==> src/rtl/dma_prio_pkg.sv <==
package dma_prio_pkg;

    typedef enum logic {
        ARB_IDLE  = 1'b0,
        ARB_OWNED = 1'b1
    } arb_state_e;

endpackage

==> src/rtl/dma_prio_order.sv <==
// Builds the ranked slot list: slot 0 holds the highest-priority channel.
module dma_prio_order #(
    parameter int NCH    = 4,
    parameter int CODE_W = 3,
    localparam int IDX_W = (NCH > 1) ? $clog2(NCH) : 1
) (
    input  logic [NCH*CODE_W-1:0] bwc_i,
    output logic [NCH*IDX_W-1:0]  slots_o
);

    logic [NCH-1:0] zero_code;
    logic [NCH-1:1] swap_up;   // channel c moves above channel c-1

    for (genvar c = 0; c < NCH; c++) begin : g_zero
        assign zero_code[c] = (bwc_i[c*CODE_W +: CODE_W] == '0);
    end

    // Two swaps never share a channel: swap_up[c] needs zero_code[c] set,
    // and swap_up[c+1] needs it clear.
    for (genvar c = 1; c < NCH; c++) begin : g_swap
        assign swap_up[c] = zero_code[c] & ~zero_code[c-1];
    end

    for (genvar s = 0; s < NCH; s++) begin : g_slot
        if (s == 0) begin : g_first
            assign slots_o[s*IDX_W +: IDX_W] =
                swap_up[1] ? IDX_W'(1) : IDX_W'(0);
        end else if (s == NCH - 1) begin : g_last
            assign slots_o[s*IDX_W +: IDX_W] =
                swap_up[s] ? IDX_W'(s - 1) : IDX_W'(s);
        end else begin : g_mid
            assign slots_o[s*IDX_W +: IDX_W] =
                swap_up[s]   ? IDX_W'(s - 1) :
                swap_up[s+1] ? IDX_W'(s + 1) : IDX_W'(s);
        end
    end

endmodule

==> src/rtl/dma_prio_pick.sv <==
// Walks the ranked slots and marks the first requesting channel.
module dma_prio_pick #(
    parameter int NCH    = 4,
    localparam int IDX_W = (NCH > 1) ? $clog2(NCH) : 1
) (
    input  logic [NCH-1:0]       req_i,
    input  logic [NCH*IDX_W-1:0] slots_i,
    output logic [NCH-1:0]       win_o
);

    always_comb begin
        logic found;
        logic [IDX_W-1:0] ch;
        win_o = '0;
        found = 1'b0;
        for (int s = 0; s < NCH; s++) begin
            ch = slots_i[s*IDX_W +: IDX_W];
            if (!found && req_i[ch]) begin
                win_o[ch] = 1'b1;
                found     = 1'b1;
            end
        end
    end

endmodule

==> src/rtl/dma_prio_arb.sv <==
module dma_prio_arb
    import dma_prio_pkg::*;
#(
    parameter int NCH    = 4,
    parameter int CODE_W = 3,
    localparam int IDX_W = (NCH > 1) ? $clog2(NCH) : 1
) (
    input  logic                  clk_i,
    input  logic                  rst_ni,
    input  logic [NCH-1:0]        req_i,
    input  logic [NCH*CODE_W-1:0] bwc_i,
    input  logic                  cycle_end_i,
    output logic [NCH-1:0]        grant_o
);

    arb_state_e           state_q, state_d;
    logic [NCH-1:0]       grant_q, grant_d;
    logic [NCH*IDX_W-1:0] slots;
    logic [NCH-1:0]       winner;

    dma_prio_order #(.NCH(NCH), .CODE_W(CODE_W)) order_i (
        .bwc_i   (bwc_i),
        .slots_o (slots)
    );

    dma_prio_pick #(.NCH(NCH)) pick_i (
        .req_i   (req_i),
        .slots_i (slots),
        .win_o   (winner)
    );

    // State and grant registers
    always_ff @(posedge clk_i or negedge rst_ni) begin
        if (!rst_ni) begin
            state_q <= ARB_IDLE;
            grant_q <= '0;
        end else begin
            state_q <= state_d;
            grant_q <= grant_d;
        end
    end

    // Transitions: wait, claim, hold, release
    always_comb begin
        state_d = state_q;
        grant_d = grant_q;
        unique case (state_q)
            ARB_IDLE: begin
                if (|req_i) begin
                    state_d = ARB_OWNED;
                    grant_d = winner;
                end
            end
            ARB_OWNED: begin
                if (cycle_end_i || !(|(req_i & grant_q))) begin
                    state_d = ARB_IDLE;
                    grant_d = '0;
                end
            end
            default: begin
                state_d = ARB_IDLE;
                grant_d = '0;
            end
        endcase
    end

    assign grant_o = grant_q;


    grant_onehot_chk: assert property (@(posedge clk_i) disable iff (!rst_ni)
        $onehot0(grant_o));


    new_grant_req_chk: assert property (@(posedge clk_i) disable iff (!rst_ni)
        (grant_o == '0) |=> (grant_o == '0) || ((grant_o & $past(req_i)) != '0));


    grant_hold_chk: assert property (@(posedge clk_i) disable iff (!rst_ni)
        ((grant_o != '0) && ((req_i & grant_o) != '0) && !cycle_end_i)
        |=> (grant_o == $past(grant_o)));


    req_release_chk: assert property (@(posedge clk_i) disable iff (!rst_ni)
        ((grant_o != '0) && ((req_i & grant_o) == '0)) |=> (grant_o == '0));


    cycle_end_release_chk: assert property (@(posedge clk_i) disable iff (!rst_ni)
        ((grant_o != '0) && cycle_end_i) |=> (grant_o == '0));

endmodule

==> config.mk <==
export PLATFORM = sky130hd
export DESIGN_NAME = dma_prio_arb
export DESIGN_NICKNAME = d
export VERILOG_FILES = /design/src/rtl/dma_prio_pkg.sv /design/src/rtl/dma_prio_order.sv /design/src/rtl/dma_prio_pick.sv /design/src/rtl/dma_prio_arb.sv
export SDC_FILE = /design/constraint.sdc
export NUM_CORES = 1
export LEC_CHECK = 0
export BUFFER_PORTS_ARGS = -buffer_cell sky130_fd_sc_hd__buf_2
export CORE_AREA = 8 8 45 47
export CTS_CLUSTER_SIZE = 16
export DETAILED_ROUTE_END_ITERATION = 10
export DIE_AREA = 0 0 53 55
export SYNTH_ARGS = -nofsm -noshare
export SYNTH_HDL_FRONTEND = slang
export SYNTH_SLANG_ARGS = --single-unit
==> constraint.sdc <==
create_clock -name clk_i -period 1.2 [get_ports clk_i]
set_input_delay 0.24 -clock clk_i [delete_from_list [all_inputs] [get_ports clk_i]]
set_output_delay 0.24 -clock clk_i [all_outputs]
set_load 0.05 [all_outputs]
Yosys cells after proc, flatten, opt, wreduce, memory -nomap -nowiden
Cells that the tools add are included.

storage, ports and cells
  register bits = 5
  input port bits = 19
  output and inout bits = 4
  logic and storage cells = 77

operators by class
  equal/unequal tests = 2
  bitwise logic cells = 11
  reduce and logical (&&, ||, !) cells = 19
  $lt $le $gt $ge = 8
  muxes and demuxes = 35

operators by type and width
  operator                                                            number
  2-to-1 mux 4 bit                                                    6
  2-to-1 mux 1 bit                                                    16
  zero test 3 bit                                                     4
  bitwise OR 4 bit                                                    3
  < comparator 2 x 3 -> 1 bit (second input constant)                 3
  binary-select mux 1 bit (select 2 bit)                              4
  demux 1 bit (select 2 bit)                                          4
  one-hot mux 4 bit (2 select lines)                                  1
  OR reduction 4 bit                                                  2
  logical AND 1 bit                                                   7
  greater-or-equal comparator 2 x 1 -> 1 bit (second input constant)  3
  2-to-1 mux 2 bit                                                    3
  AND 4 bit                                                           1
  zero test 1 bit                                                     4
  inverter 1 bit                                                      4
  AND 1 bit                                                           3
  < comparator 1 x 3 -> 1 bit (second input constant)                 1
  != test 2 x 1 -> 1 bit (second input constant)                      1
  != test 2 bit (second input constant)                               1
  one-hot mux 1 bit (2 select lines)                                  1
  AND reduction 2 bit                                                 1
  greater-or-equal comparator 1 bit (second input constant)           1
  logical OR 1 bit                                                    1

Logic depth before layout (Yosys ltp)
  depth in word-level cells = 18
  gate-level depth with buffers = 4
  gate-level depth less buffers = 4

By module
From an unflattened synthesis, not the netlist that was laid out.

unflattened totals
  cells, all modules = 74
  area, all modules = 673.1 sq um

modules (own cells, without submodules)
  module          seq. area each (sq um)  instances  cells an instance  area an instance (sq um)
  dma_prio_pick   0.0                     1          41                 317.8
  dma_prio_arb    125.1                   1          19                 255.2
  dma_prio_order  0.0                     1          14                 100.1

Worst setup path before layout
Ideal clock, no wire load.

  path kind = reg2reg
  start = register grant_q[2] (netlist: grant_o[2])
  end = register grant_q[1] (netlist: grant_o[1])
  cell stages (with the launch flop) = 5
  buffers on the path = 0
  setup slack = -0.223 ns
  required time = 1.074 ns
  clock period less this slack = 1.423 ns
  arrival time = 1.297 ns
  library setup time = 0.126 ns
  path through = dfrtp_1 a22oi_1 a211o_1 nand2_2 a221o_1

between the ends
  cells in the longest elaborated chain, start to end = 6

RTL lines
  item                                     RTL line            text
  from (decl)                              dma_prio_arb.sv:17  logic [NCH-1:0] grant_q, grant_d;
  from (signal assigned)                   dma_prio_arb.sv:39  grant_q <= grant_d;
  AND 4 bit                                dma_prio_arb.sv:55  if (cycle_end_i || !(|(req_i & grant_q))) begin
  OR reduction 4 bit                       dma_prio_arb.sv:55
  zero test 1 bit                          dma_prio_arb.sv:55
  logical OR 1 bit                         dma_prio_arb.sv:55
  != test 2 x 1 -> 1 bit (no source line)  -
  AND reduction 2 bit (no source line)     -

No other way between the ends.
A chain may end at the register's enable or synchronous reset.

Worst setup path after layout
  start = register grant_q[0] (netlist: grant_o[0])
  end = register grant_q[1] (netlist: grant_o[1])

Same word-level chain as after synthesis.

==> impl_metrics.json <==
{
  "outcome": "finished with violations",
  "violated_checks": "setup timing",
  "timing.final.crit_share_pct": 101,
  "postSynthRegisterBits": 5,
  "globalRouteOverflowTotal": 0,
  "dieHeight_um": 55,
  "pwr-share-clk_pct": 24.2,
  "critical_path_class": "reg -> reg",
  "cts_setup_buffers": 0,
  "grt_antenna_before_repair": 0,
  "whs_path_depth": 3,
  "power.static_leakage_uw": 0.000271,
  "grt_first_pass_wirelength_mm": 1.64,
  "fin_worst_skew_ns": 0.00364,
  "route.detailed.drc": 0,
  "mostFrequentLayoutCells": "18 x buf_2, 6 x buf_4, 4 x nor3_1, 4 x dfrtp_2, 4 x buf_6",
  "wl_per_instance_um": 12.5,
  "routability_congestion_estimate_from_global_placement": 0.728,
  "timing.final.hold_violations": 0,
  "cp.arrival_ns": 1.33,
  "viasPerCell": 4.73,
  "tightestPinTransition_ns": 0.553,
  "timing.max_slew.rel_slack_pct": 62.7,
  "mostFrequentLayoutCell": "buf_2",
  "clock_network_latency_to_the_later_pin_of_the_worst_skew_pair_ns": 0.24,
  "switching_share_pct": 36.9,
  "cp_data_required_time_ns": 1.32,
  "core.rowCount": 14,
  "pwr-share-comb_pct": 43.4,
  "initial_core_util_pct": 20.7,
  "place.detailed.hpwl_um": 851,
  "power_report.internal_total_uw": 503,
  "tritoncts": "built",
  "finalMaxSlewViolations": 0,
  "avg_inst_size_synth_um2": 9.55,
  "chipWidth_um": 53,
  "track_usage_pct": 7.34,
  "grt_pass1_vias": 395,
  "netlist_area_um2": 287,
  "drtIter0Drc": 5,
  "rsz_0062_raised_after_global_routing": "yes",
  "area_delta_synth_final_pct": 93.0,
  "synth.net_count": 49,
  "die-area_um2": 2920,
  "fin_nets": 84,
  "finish.instance_area_um2": 553,
  "worst_setup_path_end_kind": "flip-flop",
  "final.min_clock_period_ns": 1.21,
  "power-per-cell-area_nw_per_um2": 1440,
  "portBuffers": 22,
  "final_antenna_net_count": 0,
  "cts_htree_levels": 1,
  "critical_path.startpoint_type": "flip-flop",
  "syn-instance-count": 30,
  "numCtsBuffers": 3,
  "core_area_um2": 1380,
  "antenna-diode-count": 0,
  "sequential_power_share_pct": 32.5,
  "dpl-instance-area_um2": 474,
  "peakVddDrop_mv": 0.795,
  "clk_pin_slew_ns": 0.04,
  "cts_root_buf": "clkbuf_4",
  "grt_max_degree": 7,
  "setup_viol_count_final": 1,
  "setup_slack_ns": -0.00863,
  "routed-via-count": 378,
  "fin_util_pct": 40.0,
  "finalWirelength_mm": 1.00,
  "switching_power_uw": 294,
  "clock_sink_count": 5,
  "worst_r2r_path_depth": 4,
  "post_route_cells_drive_above_1_share_pct": 62.5,
  "cap_viol_max_count": 0,
  "fmaxAchievable_mhz": 827,
  "hp-class": "in -> reg",
  "critical_path_peak_fanout": 4,
  "drt_pass1_iterations": 4,
  "synth_sequential_area_ratio_pct": 43.7,
  "yosysWarningCount": 0,
  "cts_max_path_bufs": 2,
  "yosysUniqueCellTypes": 18,
  "io-pin-count": 23
}
-- metrics by stage --
stage               total power [µW]  setup TNS (ns)  cells  setup slack [ns]  hold slack (ns)
floorplan                        425          -0.319     30            -0.120          -0.0556
global placement                 557          -0.148     75           -0.0892           0.0599
detailed placement               558          -0.190     75            -0.113           0.0636
CTS                              808         -0.0154     80           -0.0154            0.310
global route                     856          -0.125     80           -0.0546            0.314
finish                           797        -0.00863     80          -0.00863            0.312
-- routing by layer --
metal / GRT usage [%] / share of wire, % / wire length, µm / up-vias
met5: 0 / 0 / 0 / -
met2: 11.7 / 46 / 465 / 17
met3: 2.94 / 14 / 144 / 0
li1: - / - / - / 192
met4: 3.88 / 0 / 0 / 0
met1: 8.26 / 39 / 393 / 169
-- flip-flops by register name, indices dropped and copies added, names as in the netlist --
register and flops:
grant_o 4, state_q 1
-- cells by family after synthesis --
family,after synthesis,synth area share (%)
simple gates,14,26.2
compound gates,10,28.8
flops,5,43.7
buf+inv,1,1.31
-- timing repair --
item,CTS,global route
cloned,0,0
pin swaps,2,1
setup endpoints to repair,6,5
hold buffers,1,0
endpoints found under the hold margin,5,0
resized for setup,10,2
-- cell usage after synthesis --
| cell type | count | share of area (%) |
|---|---|---|
| nand3b_1 | 1 | 2.6 |
| o21ai_1 | 1 | 1.7 |
| a21oi_1 | 1 | 1.7 |
| a32o_2 | 1 | 3.9 |
| a211o_1 | 2 | 6.1 |
| nor3_1 | 4 | 7.0 |
| nand2_2 | 1 | 2.2 |
| nand2_1 | 2 | 2.6 |
| nor4_1 | 2 | 4.4 |
| inv_1 | 1 | 1.3 |
| nor3b_1 | 1 | 2.6 |
| a221o_1 | 1 | 3.5 |
| a22oi_1 | 2 | 5.2 |
| nor2_1 | 2 | 2.6 |
| a32o_1 | 1 | 3.5 |
| dfrtp_1 | 5 | 44 |
| o311ai_0 | 1 | 3.1 |
| nand2b_1 | 1 | 2.2 |
-- critical path: stages (launching register included) --
cell and delay, ns:
dfrtp_2 0.40, a22oi_2 0.16, a211o_1 0.17, nand2_2 0.07, a221o_1 0.29
-- power by group through the flow --
stage	logic [µW]	registers [µW]	clock network [µW]
after floorplan	81.7	344	0
after global placement	301	256	0
after detailed placement	302	256	0
after CTS	347	259	202
after global routing	368	267	221
final	346	259	193
-- final cells by class --
class                           count  area [µm²]
Sequential cell                     5         130
Tap cell                           16        20.0
Inverter                            1        3.75
Timing Repair Buffer               30         205
Fill cell                         146         831
Clock buffer                        4        26.3
Multi-Input combinational cell     24         168
-- final timing paths --
path	end	slack (ns)	start
max in group asynchronous	grant_o[1]$_DFFE_PN0P_	0.70	rst_ni
worst min-delay path	state_q$_DFF_PN0_	0.31	cycle_end_i
worst max-delay path	grant_o[1]$_DFFE_PN0P_	-0.009	grant_o[0]$_DFFE_PN0P_
worst min register to register	state_q$_DFF_PN0_	0.56	state_q$_DFF_PN0_
worst max register to register	grant_o[1]$_DFFE_PN0P_	-0.009	grant_o[0]$_DFFE_PN0P_
min in group asynchronous	grant_o[3]$_DFFE_PN0P_	0.34	rst_ni
Power figures use the tool's default switching activity.
